`src/rtl/pattern_channel_pkg.sv`:
```
package pattern_channel_pkg;

  typedef enum logic [1:0] {
    ChIdle = 2'd0,
    ChRun  = 2'd1,
    ChDone = 2'd2
  } chState_e;

  // strobes from control to datapath
  typedef struct packed {
    logic load;    // capture configuration, rewind counters
    logic step;    // end of a bit period: advance to next bit
    logic finish;  // step that closes the last repetition
  } chStrobe_t;

endpackage

```
`src/rtl/pattern_channel_ctrl.sv`:
```
module pattern_channel_ctrl
  import pattern_channel_pkg::*;
#(
  parameter int DivW = 32
) (
  input  logic            clk,
  input  logic            rstN,
  input  logic            enable,
  input  logic [DivW-1:0] ratio,
  input  logic            lastBit,
  input  logic            lastRep,
  output chStrobe_t       stb,
  output logic            idle,
  output logic            running,
  output logic            phase,
  output logic            donePulse
);

  chState_e        state;
  logic [DivW-1:0] divCnt;
  logic            halfEnd;

  assign halfEnd    = (divCnt == ratio);
  assign idle       = (state == ChIdle);
  assign running    = (state == ChRun);
  assign stb.load   = enable && idle;
  assign stb.step   = enable && running && halfEnd && phase;
  assign stb.finish = stb.step && lastBit && lastRep;

  always_ff @(posedge clk or negedge rstN) begin
    if (!rstN) begin
      state     <= ChIdle;
      divCnt    <= '0;
      phase     <= 1'b0;
      donePulse <= 1'b0;
    end else begin
      donePulse <= 1'b0;
      if (!enable) begin
        state  <= ChIdle;
        divCnt <= '0;
        phase  <= 1'b0;
      end else begin
        case (state)
          ChIdle: begin
            state  <= ChRun;
            divCnt <= '0;
            phase  <= 1'b0;
          end
          ChRun: begin
            if (halfEnd) begin
              divCnt <= '0;
              phase  <= ~phase;
              if (stb.finish) begin
                state     <= ChDone;
                phase     <= 1'b0;
                donePulse <= 1'b1;
              end
            end else begin
              divCnt <= divCnt + 1'b1;
            end
          end
          default: ;
        endcase
      end
    end
  end

endmodule

```
`src/rtl/pattern_channel_dp.sv`:
```
module pattern_channel_dp
  import pattern_channel_pkg::*;
#(
  parameter int PatW = 64,
  parameter int LenW = 6,
  parameter int RepW = 10,
  parameter int DivW = 32
) (
  input  logic            clk,
  input  logic            rstN,
  input  chStrobe_t       stb,
  input  logic            polarity,
  input  logic [DivW-1:0] divRatio,
  input  logic [PatW-1:0] pattern,
  input  logic [LenW-1:0] lenM1,
  input  logic [RepW-1:0] repsM1,
  output logic [DivW-1:0] ratioQ,
  output logic            polQ,
  output logic            lastBit,
  output logic            lastRep,
  output logic            curBit
);

  logic [PatW-1:0] patQ;
  logic [LenW-1:0] lenQ;
  logic [RepW-1:0] repsQ;
  logic [LenW-1:0] bitIdx;
  logic [RepW-1:0] repIdx;

  assign lastBit = (bitIdx == lenQ);
  assign lastRep = (repIdx == repsQ);
  assign curBit  = patQ[bitIdx];

  // configuration capture: only on load
  always_ff @(posedge clk or negedge rstN) begin
    if (!rstN) begin
      polQ   <= 1'b0;
      ratioQ <= '0;
      patQ   <= '0;
      lenQ   <= '0;
      repsQ  <= '0;
    end else if (stb.load) begin
      polQ   <= polarity;
      ratioQ <= divRatio;
      patQ   <= pattern;
      lenQ   <= lenM1;
      repsQ  <= repsM1;
    end
  end

  // bit and repetition position
  always_ff @(posedge clk or negedge rstN) begin
    if (!rstN) begin
      bitIdx <= '0;
      repIdx <= '0;
    end else if (stb.load) begin
      bitIdx <= '0;
      repIdx <= '0;
    end else if (stb.step) begin
      if (lastBit) begin
        bitIdx <= '0;
        repIdx <= repIdx + 1'b1;
      end else begin
        bitIdx <= bitIdx + 1'b1;
      end
    end
  end

endmodule

```
`src/rtl/pattern_channel.sv`:
```
module pattern_channel
  import pattern_channel_pkg::*;
#(
  parameter int WordW    = 32,
  parameter int NumWords = 2,
  parameter int RepW     = 10,
  parameter int DivW     = 32,
  localparam int PatW    = WordW * NumWords,
  localparam int LenW    = $clog2(PatW)
) (
  input  logic            clk,
  input  logic            rstN,
  input  logic            enable,
  input  logic            polarity,
  input  logic [DivW-1:0] divRatio,
  input  logic [PatW-1:0] pattern,
  input  logic [LenW-1:0] lenM1,
  input  logic [RepW-1:0] repsM1,
  output logic            patClk,
  output logic            patData,
  output logic            donePulse
);

  chStrobe_t       stb;
  logic [DivW-1:0] ratioQ;
  logic            polQ;
  logic            lastBit;
  logic            lastRep;
  logic            curBit;
  logic            idle;
  logic            running;
  logic            phase;

  pattern_channel_ctrl #(.DivW(DivW)) u_ctrl (
    .clk       (clk),
    .rstN      (rstN),
    .enable    (enable),
    .ratio     (ratioQ),
    .lastBit   (lastBit),
    .lastRep   (lastRep),
    .stb       (stb),
    .idle      (idle),
    .running   (running),
    .phase     (phase),
    .donePulse (donePulse)
  );

  pattern_channel_dp #(
    .PatW (PatW),
    .LenW (LenW),
    .RepW (RepW),
    .DivW (DivW)
  ) u_dp (
    .clk      (clk),
    .rstN     (rstN),
    .stb      (stb),
    .polarity (polarity),
    .divRatio (divRatio),
    .pattern  (pattern),
    .lenM1    (lenM1),
    .repsM1   (repsM1),
    .ratioQ   (ratioQ),
    .polQ     (polQ),
    .lastBit  (lastBit),
    .lastRep  (lastRep),
    .curBit   (curBit)
  );

  // idle follows the live polarity; once enabled the captured one
  assign patClk  = idle ? polarity : (polQ ^ (running & phase));
  assign patData = running & curBit;

endmodule

```
`config.mk`:
```
export PLATFORM = sky130hd
export DESIGN_NAME = pattern_channel
export DESIGN_NICKNAME = d
export VERILOG_FILES = /design/src/rtl/pattern_channel_pkg.sv /design/src/rtl/pattern_channel_ctrl.sv /design/src/rtl/pattern_channel_dp.sv /design/src/rtl/pattern_channel.sv
export SDC_FILE = /design/constraint.sdc
export NUM_CORES = 1
export LEC_CHECK = 0
export BUFFER_PORTS_ARGS = -buffer_cell sky130_fd_sc_hd__buf_2
export CORE_MARGIN = 2
export CORE_UTILIZATION = 60
export DETAILED_ROUTE_END_ITERATION = 7
export MAX_ROUTING_LAYER = met4
export PLACE_DENSITY = 0.83
export SYNTH_ARGS = -nofsm -noshare
export SYNTH_HDL_FRONTEND = slang
export SYNTH_SLANG_ARGS = --single-unit
export TNS_END_PERCENT = 50
```
`constraint.sdc`:
```
create_clock -name clk -period 5.05 [get_ports clk]
set_clock_uncertainty 0.2 [all_clocks]
set_input_delay 1.01 -clock clk [delete_from_list [all_inputs] [get_ports clk]]
set_output_delay 1.01 -clock clk [all_outputs]
set_load 0.01 [all_outputs]
```
==> metrics.csv, run 1 <==
stage;metric;value;unit
status;status;complete, no violations;
cts;clock slew at reported path FFs;0.06;ns
routing;Routed Antenna Nets;0;
logic_synthesis;Yosys reg bits;165;
die;Starting Density;61.85;%
timing;Slew Limit Fails;0;
worst_setup_path;Data required, critical path;3.84;ns
routing;vias per cell;5.431;
worst_setup_path;crit path capture type;output port;
routing;Pre-Repair DR Iteration Count;5;
timing;Slew headroom;19.36;%
logic_synthesis;synth top area cells;dfrtp_1 (52%), nand2_1 (18%), xnor2_1 (5.5%);
timing;worst slew pin tran;1.210;ns
power;maximum VDD drop;251.5;uV
global_route;Tot GR Track Use;27.90;%
timing;RSZ-0062 raised after global routing;false;
layout;Final Net Count;1085;
timing;Worst Hold Slack;0.2746;ns
placement;final RePlAce weighted congestion;0.8704;
logic_synthesis;Post-Syn Instances;865;
logic_synthesis;post-synth top area cell;dfrtp_1;
logic_synthesis;synthesized cell area;7869;um2
global_route;first-pass GRT wire length;30050;um
die;Core Region;12720;um2
logic_synthesis;commonest cells in the netlist;nand2_1 (369), dfrtp_1 (165), xnor2_1 (49);
cts;clk_lat worst skew;0.44;ns
cts;CTS tree;built;
worst_setup_path;Setup CP Type;flop to output port;
logic_synthesis;Avg Inst Size Synth;9.097;um2
cts;Max clock buf depth;2;
timing;final setup fails;0;
job;Max Cap Viol;0;
timing;Final period util;79.91;%
layout;post-layout util;72.31;%
worst_setup_path;Critical Path AT;2.83;ns
routing;routed wire length;17750;um
layout;Design Area, Final;9199;um2
layout;Area Growth Syn to Fin;16.90;%
cts;H-tree levels;4;
worst_setup_path;critical path launch point type;flop;
cts;CTS-repair resized insts;0;
logic_synthesis;Synth top area share;52.47;%
logic_synthesis;most common cell in the netlist;nand2_1;
layout;share of cells above drive strength 1;18.49;%
logic_synthesis;syn_nets;984;
layout;number of fill cells in the layout;964;
cts;Post-CTS Setup Bufs;0;
placement;Area after DPL;8566;um2
hold_path;HP Class;flop to flop;
logic_synthesis;asr flop ratio synth;100.0;%
worst_setup_path;CP bufs+invs;1;
routing;Iteration-0 DRC Markers;443;
worst_setup_path;delay of the slowest cell on the worst path;0.84;ns
global_route;largest net degree at the start of global routing;129;
power;Power Density;349.8;nW/um2
logic_synthesis;Seq/Total Area, Yosys;52.47;%
routing;Avg WL per Cell;15.41;um
timing;Max Fclk;0.2478;GHz
routing;DRC;0;
cts;TritonCTS Sinks;165;
worst_setup_path;Critical-path top delay cell;dfrtp_1;
die;I/O pin count;119;
die;die area;14050;um2
logic_synthesis;synth unique cells;44;
cts;Root Buffer;clkbuf_16;
worst_setup_path;crit-path cells;mux4_2 -> nor2b_1 -> a2111oi_0 -> a21oi_1 -> o211ai_1 -> o22ai_1 -> buf_2;
timing;Final min period;4.035;ns
global_route;vias in the first global route;6315;
logic_synthesis;Main synth FF type;dfrtp_1;
placement;DP Wirelength;11670;um
timing;Final Hold Fails;0;
power;Overall Power;3.218;mW
die;Die H;118.5;um
cts;post-cts hold buffer count;0;
worst_setup_path;CP delay by family, top;flip-flops;
routing;vias;6257;
timing;Setup TNS Final;0;ns
logic_synthesis;EDFF count, synth;0;
logic_synthesis;Yosys Warn Count;0;
placement;Port Buffers;118;
power;P_leak;4.533;nW
worst_setup_path;CP max FO;15;
global_route;initial antenna violation count;1;
die;die width;118.5;um
global_route;GRT overflow;0;
die;num rows;41;
cts;CTS Buf Count;17;
==> power by group <==
group | internal (mW) | switching, mW
Combinational | 0.145 | 0.178
Sequential | 1.44 | 0.0837
Clock | 0.826 | 0.548
==> through the flow <==
| stage | instances | worst slack (ns) |
|---|---|---|
| floorplan | 865 | 1.860 |
| global placement | 1119 | 1.500 |
| detailed placement | 1119 | 1.448 |
| CTS | 1151 | 0.9509 |
| global route | 1152 | 0.7785 |
| finish | 1152 | 1.015 |
==> state kept, by name, indices dropped and copies added (netlist names) <==
| name | flops |
|---|---|
| u_ctrl.divCnt | 32 |
| u_ctrl.donePulse | 1 |
| u_ctrl.phase | 1 |
| u_ctrl.state | 2 |
| u_dp.bitIdx | 6 |
| u_dp.lenQ | 6 |
| u_dp.patQ | 64 |
| u_dp.polQ | 1 |
| u_dp.ratioQ | 32 |
| u_dp.repIdx | 10 |
| u_dp.repsQ | 10 |
==> routing by layer <==
layer  vias up  global-route usage [%]  share of wire, %
met5         -                       -                 0
met4         0                   11.16               2.1
met3        34                   5.309               4.9
met2       202                   44.83                50
met1      2983                   35.20                43
li1       3038                       -                 -
==> path summary, 6_finish.rpt <==
path / from / to / slack (ns) / cells after the start
max in group asynchronous: rstN / u_ctrl.divCnt[10]$_DFFE_PN0P_ / 3.17 / 2
min in group asynchronous: rstN / u_dp.repsQ[6]$_DFFE_PN0P_ / 0.48 / 1
hold / removal: u_dp.patQ[44]$_DFFE_PN0P_ / u_dp.patQ[44]$_DFFE_PN0P_ / 0.27 / 2
setup reg to reg: u_dp.bitIdx[1]$_DFFE_PN0P_ / u_dp.repIdx[9]$_DFFE_PN0P_ / 1.85 / 7
setup / recovery: u_dp.bitIdx[1]$_DFFE_PN0P_ / patData / 1.01 / 7
hold reg to reg: u_dp.patQ[44]$_DFFE_PN0P_ / u_dp.patQ[44]$_DFFE_PN0P_ / 0.27 / 2
==> placed cells by master, fill, tap and decap left out, types with 5 or more instances in the layout <==
cell type  netlist  final
a211oi_1         5      5
a21oi_1         15     15
and3_1           8      8
buf_2            2    117
buf_4            0      6
clkbuf_16        0     17
dfrtp_1        165    165
inv_6            0      5
mux2i_1          6      6
mux4_2          16     16
nand2_1        369    368
nand3_1         17     17
nand4_1         20     20
nor2_1          48     48
nor2b_1          5      5
nor4_1           8      8
o21ai_0          8      8
or4_1            6      6
xnor2_1         49     49
xor2_1          30     30
==> cell type report <==
type / instances / area (um2) / area share [%]
inverter: 4 / 15.01 / 0.1632
clock buffer: 20 / 466.7 / 5.073
tap: 172 / 215.2 / 2.339
clock inverter: 12 / 163.9 / 1.782
multi-input combinational: 654 / 3565 / 38.75
sequential: 165 / 4129 / 44.89
timing repair buffer: 124 / 641.9 / 6.978
antenna: 1 / 2.502 / 0.02720
==> cell families after synthesis <==
family                   after synthesis  share of synthesized area, %
flip-flops                           165                         52.47
AND/OR/NAND/NOR                      506                         26.98
AO/OA/AOI/OAI                         44                         3.578
XOR/XNOR                              79                         8.793
multiplexers                          22                         5.343
buffers and inverters                 46                         2.353
adder cells (fa/ha/maj)                3                        0.4771
==> tightest hold or removal path, stage by stage, from the launching register on <==
cell	delay, ns
dfrtp_1	0.34
nand2_1	0.05
nand2_1	0.05
(Power assumes the default switching activity.)
==> run 2, diff against run 1 <==
--- a/config.mk
+++ b/config.mk
@@ -7,10 +7,10 @@
 export LEC_CHECK = 0
 export BUFFER_PORTS_ARGS = -buffer_cell sky130_fd_sc_hd__buf_2
 export CORE_MARGIN = 2
-export CORE_UTILIZATION = 60
+export CORE_UTILIZATION = 57
 export DETAILED_ROUTE_END_ITERATION = 7
 export MAX_ROUTING_LAYER = met4
-export PLACE_DENSITY = 0.83
+export PLACE_DENSITY = 0.8
 export SYNTH_ARGS = -nofsm -noshare
 export SYNTH_HDL_FRONTEND = slang
 export SYNTH_SLANG_ARGS = --single-unit
==> constraint.sdc (replaced) <==
create_clock -name clk -period 4.1 [get_ports clk]
set_clock_uncertainty 0.2 [all_clocks]
set_input_delay 0.82 -clock clk [delete_from_list [all_inputs] [get_ports clk]]
set_output_delay 0.82 -clock clk [all_outputs]
set_load 0.01 [all_outputs]
==> run 2 against run 1 <==
Compared with the run above: critical path depth is the same; sequential power grew 23%; total power increased by 16%; design area down 0.64%; sequential cell count is the same; clock power is 7% higher; via count decreased by 1.7%; register-to-register slack lost 0.75 ns; worst setup slack got worse by 0.70 ns; combinational power increased by 24%; utilization shrank 3.8 points.
==> metrics.csv, run 2 (synthesis results as in run 1) <==
stage;metric;value;unit;change
layout;largest register by flop count;u_dp.patQ;;
power;Power Density;408.1;nW/um2;+17%
layout;multi-input logic area;3565;um2;unchanged
die;Die H;121.5;um;+2.5%
cts;CTS Buf Count;17;;unchanged
routing;Routed Antenna Nets;0;;unchanged
cts;Post-CTS Setup Bufs;0;;unchanged
placement;pre-CTS setup slack;0.7582;ns;-0.6901 ns
worst_setup_path;Critical-path top delay cell;dfrtp_1;;
worst_setup_path;critical path launch point type;flop;;
cts;CTS-repair resized insts;0;;unchanged
cts;CTS tree;built;;
worst_setup_path;CP max FO;10;;-5
timing;RSZ-0062 raised after global routing;false;;
routing;Avg WL per Cell;14.81;um;-3.9%
layout;Design Area, Final;9140;um2;-0.64%
die;die width;121.5;um;+2.5%
status;status;complete, no violations;;
die;Starting Density;58.95;%;-2.9 points
placement;Port Buffers;118;;unchanged
worst_setup_path;crit path capture type;output port;;
timing;Worst Hold Slack;0.2519;ns;-0.02270 ns
layout;commonest non-fill, non-tap cells in the layout;nand2_1 (368), dfrtp_1 (165), buf_2 (117);;
timing;Max Fclk;0.2642;GHz;
power;P_leak;4.500;nW;-0.72%
placement;DP Wirelength;11960;um;+2.5%
timing;Slew headroom;31.13;%;+12 points
routing;Pre-Repair DR Iteration Count;5;;unchanged
global_route;M2 GR Usage;39.40;%;-5.4 points
cts;H-tree levels;4;;unchanged
routing;vias;6149;;-1.7%
routing;vias per cell;5.310;;-2.2%
job;Max Cap Viol;0;;unchanged
timing;worst slew pin tran;1.033;ns;-0.1765 ns
layout;biggest regs;u_dp.patQ: 64 flops, u_ctrl.divCnt: 32 flops, u_dp.ratioQ: 32 flops;;
worst_setup_path;worst setup path startpoint;u_dp.bitIdx[1]$_DFFE_PN0P_;;
layout;register area;4129;um2;unchanged
cts;Root Buffer;clkbuf_16;;
worst_setup_path;R2R Setup Slk;1.10;ns;-0.75 ns
routing;DRC;0;;unchanged
global_route;initial antenna violation count;0;;-1
timing;Final period util;92.30;%;
cts;TritonCTS Sinks;165;;unchanged
layout;max reg flops;64;;unchanged
worst_setup_path;crit-path cells;mux4_2 -> nor2b_1 -> a2111oi_0 -> a21oi_1 -> o211ai_1 -> o22ai_1 -> buf_2;;
placement;final RePlAce weighted congestion;0.8585;;-1.4%
timing;setup ws final;0.3156;ns;-0.6989 ns
timing;Slew Limit Fails;0;;unchanged
worst_setup_path;reg-to-reg critical path startpoint;u_dp.bitIdx[0]$_DFFE_PN0P_;;
die;die area;14760;um2;+5.1%
worst_setup_path;Setup CP Type;flop to output port;;
timing;final setup fails;0;;unchanged
layout;commonest non-fill, non-tap cell in the layout;nand2_1;;
routing;routed wire length;17150;um;-3.4%
layout;diode count;0;;-1
global_route;first-pass GRT wire length;28540;um;-5.0%
timing;Setup TNS Final;0;ns;unchanged
die;I/O pin count;119;;unchanged
global_route;met3 GRT Util;5.592;%;+0.28 points
die;Core Region;13350;um2;+4.9%
global_route;largest net degree at the start of global routing;98;;-24%
global_route;met1 global-route usage;34.57;%;-0.63 points
cts;Max clock buf depth;2;;unchanged
global_route;GRT busiest layer;met2;;
cts;clock slew at reported path FFs;0.07;ns;about the same
global_route;Tot GR Track Use;25.56;%;-2.3 points
global_route;vias in the first global route;5890;;-6.7%
cts;clk_lat worst skew;0.43;ns;about the same
worst_setup_path;Reg2Reg Depth;7;;unchanged
worst_setup_path;delay of the slowest cell on the worst path;0.73;ns;-0.11 ns
timing;Final Hold Fails;0;;unchanged
worst_setup_path;reg2reg end;u_dp.repIdx[9]$_DFFE_PN0P_;;
layout;share of cells above drive strength 1;18.53;%;+0.045 points
worst_setup_path;Data required, critical path;3.08;ns;-0.76 ns
timing;Final min period;3.784;ns;
cts;post-cts hold buffer count;0;;unchanged
die;num rows;42;;+2.4%
layout;Final Net Count;1088;;+0.28%
layout;post-layout util;68.48;%;-3.8 points
layout;Area Growth Syn to Fin;16.16;%;
power;maximum VDD drop;317.0;uV;+26%
global_route;GRT overflow;0;;unchanged
worst_setup_path;Critical Path AT;2.76;ns;-0.07 ns
placement;Area after DPL;8606;um2;+0.47%
routing;Iteration-0 DRC Markers;368;;-17%
layout;number of fill cells in the layout;1063;;+10%
hold_path;HP Class;input pin to async pin;;
==> run 2: how the worst max path moves through the flow <==
stage                          to  slack, ns  cells after the start
after floorplan           patData       1.10                      7
after global placement    patData       0.82                      7
after detailed placement  patData       0.76                      7
after CTS                 patData       0.28                      7
after global routing      patData       0.13                      7
final                     patData       0.32                      7
==> run 2: worst max-delay path: cells and delay by family, from the launching register on <==
kind	cells	cell delay [ns]
simple gates	1	0.14
mux	1	0.57
compound gates	4	0.73
buf+inv	1	0.16
flops	1	0.73
==> run 2: through the flow <==
stage | power (mW) | instances
3_3_place_gp | 2.282 | 1126
5_1_grt | 3.896 | 1158
3_5_place_dp | 2.297 | 1126
4_1_cts | 3.748 | 1158
6_report | 3.730 | 1158
2_1_floorplan | 2.115 | 865
==> run 2: cell type report <==
class | count | share of cell area (%)
clock buffers | 19 | 4.736
clock inverters | 13 | 1.109
inverters | 4 | 0.1643
multi-input cells | 654 | 39.00
flip-flops and latches | 165 | 45.17
well taps | 176 | 2.409
repair buffers | 127 | 7.406
==> run 2: routing by layer <==
metal / wire length (um) / up-vias
li1: - / 3032
met1: 7878 / 2942
met2: 8270 / 150
met3: 733 / 25
met4: 264 / 0
met5: 0 / -
==> run 2: power breakdown <==
group | switching, mW | internal [mW] | leakage, nW
combinational | 0.219 | 0.181 | 2.12
clock | 0.678 | 0.783 | 0.256
sequential | 0.0994 | 1.77 | 2.12
total | 0.996 | 2.73 | 4.50
==> run 3, diff against run 2 <==
--- a/config.mk
+++ b/config.mk
@@ -5,12 +5,12 @@
 export SDC_FILE = /design/constraint.sdc
 export NUM_CORES = 1
 export LEC_CHECK = 0
-export BUFFER_PORTS_ARGS = -buffer_cell sky130_fd_sc_hd__buf_2
-export CORE_MARGIN = 2
-export CORE_UTILIZATION = 57
+export CORE_MARGIN = 10
+export CORE_UTILIZATION = 60
 export DETAILED_ROUTE_END_ITERATION = 7
+export DONT_BUFFER_PORTS = 1
 export MAX_ROUTING_LAYER = met4
-export PLACE_DENSITY = 0.8
+export PLACE_DENSITY = 0.76
 export SYNTH_ARGS = -nofsm -noshare
 export SYNTH_HDL_FRONTEND = slang
 export SYNTH_SLANG_ARGS = --single-unit
==> run 3 against run 2 <==
Compared with the run above: the flow now finishes with violations (negative hold slack); utilization is 0.89 points lower; worst setup slack improved by 0.31 ns; highest routed layer unchanged; total power increased by 4.5%.
==> metrics.csv, run 3 (synthesis results as in run 1) <==
stage;metric;value;unit;change
cts;clock slew at reported path FFs;0.06;ns;about the same
routing;DRC;0;;unchanged
die;Die H;134.5;um;+11%
power;share of power burned in registers;48.0;%;-2.1 points
cts;CTS Buf Count;17;;unchanged
cts;Max clock buf depth;2;;unchanged
status;failing checks;negative hold slack;;
power;Psw;0.9228;mW;-7.4%
worst_setup_path;Data required, critical path;3.08;ns;about the same
worst_setup_path;Critical Path AT;2.46;ns;-0.30 ns
timing;final setup fails;0;;unchanged
routing;vias;5793;;-5.8%
routing;DR top layer;met4;;
routing;met2 WL;8740;um;+5.7%
timing;RSZ-0062 raised after global routing;false;;
routing;Pre-Repair DR Iteration Count;5;;unchanged
layout;commonest non-fill, non-tap cell in the layout;nand2_1;;
layout;max reg flops;64;;unchanged
power;sw frac;23.67;%;-3.0 points
timing;worst slew pin tran;1.218;ns;+0.1849 ns
power;maximum VDD drop;389.2;uV;+23%
layout;register area;4129;um2;unchanged
worst_setup_path;CP max FO;17;;+7
worst_setup_path;crit path capture type;output port;;
die;I/O pin count;119;;unchanged
layout;largest register by flop count;u_dp.patQ;;
placement;Area after DPL;7954;um2;-7.6%
die;Core Region;12720;um2;-4.7%
global_route;Tot GR Track Use;21.22;%;-4.3 points
timing;Slew Limit Fails;0;;unchanged
placement;DP Wirelength;12310;um;+2.9%
routing;vias per cell;5.619;;+5.8%
routing;Iteration-0 DRC Markers;552;;+50%
routing;routed wire length;17890;um;+4.3%
die;num rows;41;;-2.4%
timing;Final Hold Fails;165;;+165
timing;Max Fclk;0.2875;GHz;+8.8%
placement;Port Buffers;0;;-100%
layout;commonest non-fill, non-tap cells in the layout;nand2_1 (368), dfrtp_1 (165), xnor2_1 (49);;
timing;Setup TNS Final;0;ns;unchanged
power;Power Density;453.5;nW/um2;+11%
layout;biggest regs;u_dp.patQ: 64 flops, u_ctrl.divCnt: 32 flops, u_dp.ratioQ: 32 flops;;
timing;Final period util;84.83;%;-7.5 points
power;Comb pwr share;7.9;%;-2.8 points
job;Max Cap Viol;0;;unchanged
global_route;initial antenna violation count;0;;unchanged
cts;H-tree levels;4;;unchanged
worst_setup_path;critical path launch point type;flop;;
timing;Slew headroom;18.80;%;-12 points
routing;WL met3;1150;um;+57%
global_route;first-pass GRT wire length;29990;um;+5.1%
status;status;finished with violations;;
layout;number of fill cells in the layout;1039;;-2.3%
global_route;largest net degree at the start of global routing;166;;+69%
layout;share of cells above drive strength 1;6.985;%;-12 points
global_route;GRT overflow;0;;unchanged
layout;diode count;0;;unchanged
layout;Final Net Count;965;;-11%
power;cell-internal power;2.976;mW;+8.9%
layout;Design Area, Final;8598;um2;-5.9%
cts;Post-CTS Setup Bufs;0;;unchanged
layout;post-layout util;67.58;%;-0.89 points
power;P_leak;4.052;nW;-10%
routing;Routed Antenna Nets;0;;unchanged
cts;clk_lat worst skew;0.44;ns;about the same
timing;Final min period;3.478;ns;-0.3064 ns
die;die area;18100;um2;+23%
layout;multi-input logic area;3565;um2;unchanged
power;Overall Power;3.899;mW;+4.5%
cts;Root Buffer;clkbuf_16;;
worst_setup_path;Setup CP Type;flop to output port;;
routing;Metal-1 WL;7728;um;-1.9%
die;Starting Density;61.85;%;+2.9 points
timing;Worst Hold Slack;-0.1267;ns;-0.3786 ns
hold_path;HP Class;input pin to async pin;;
cts;CTS tree;built;;
cts;TritonCTS Sinks;165;;unchanged
layout;Area Growth Syn to Fin;9.270;%;
placement;final RePlAce weighted congestion;0.8832;;+2.9%
global_route;vias in the first global route;6070;;+3.1%
routing;Avg WL per Cell;17.35;um;+17%
power;clock power share;44.1;%;+4.9 points
die;die width;134.5;um;+11%
-- run 3: critical path, stage by stage (launching register included) --
cell and delay [ns]:
dfrtp_1 0.45, buf_4 0.31, mux4_2 0.52, nor2b_1 0.14, a211oi_1 0.20, a21oi_1 0.07
a21oi_1 0.16, o22ai_1 0.17
-- run 3: path summary, 6_finish.rpt --
| check | startpoint | slack [ns] | to | depth (start not counted) |
|---|---|---|---|---|
| worst max-delay path | u_dp.bitIdx[1]$_DFFE_PN0P_ | 0.62 | patData | 7 |
| worst min-delay path | rstN | -0.13 | u_dp.repIdx[5]$_DFFE_PN0P_ | 0 |
| worst max register to register | u_ctrl.divCnt[16]$_DFFE_PN0P_ | 1.15 | u_dp.bitIdx[1]$_DFFE_PN0P_ | 6 |
| worst min register to register | u_dp.patQ[42]$_DFFE_PN0P_ | 0.27 | u_dp.patQ[42]$_DFFE_PN0P_ | 2 |
| max in group asynchronous | rstN | 3.50 | u_dp.patQ[39]$_DFFE_PN0P_ | 0 |
| min in group clk | u_dp.patQ[42]$_DFFE_PN0P_ | 0.27 | u_dp.patQ[42]$_DFFE_PN0P_ | 2 |
-- run 3: final cells by class --
class	count	area share [%]
Sequential cell	165	48.02
Multi-Input combinational cell	654	41.46
Clock buffer	21	5.471
Tap cell	172	2.503
Clock inverter	11	2.023
Timing Repair Buffer	4	0.3492
Inverter	4	0.1746
-- run 3: routing by layer --
metal / vias to the layer above / GRT usage, %
met3: 25 / 7.085
met4: 0 / 6.590
met5: - / -
li1: 2783 / -
met1: 2820 / 25.55
met2: 165 / 33.32
-- run 3: power by group through the flow --
stage / combinational (mW) / sequential [mW] / clock (mW)
2_1_floorplan: 0.255 / 1.86 / 0
3_3_place_gp: 0.294 / 1.89 / 0
3_5_place_dp: 0.307 / 1.90 / 0
4_1_cts: 0.312 / 1.87 / 1.75
5_1_grt: 0.358 / 1.89 / 1.82
6_report: 0.307 / 1.87 / 1.72
-- run 3: timing repair --
action / in CTS / in global routing
endpoints found under the hold margin: 165 / 165
endpoints found under the setup margin: 0 / 0
gates resized for setup: 0 / 0
-- run 3: stage by stage --
step	setup WS [ns]	cells
after floorplan	1.100	865
after global placement	1.064	999
after detailed placement	1.046	999
after CTS	0.5727	1031
after global routing	0.3820	1031
final	0.6220	1031
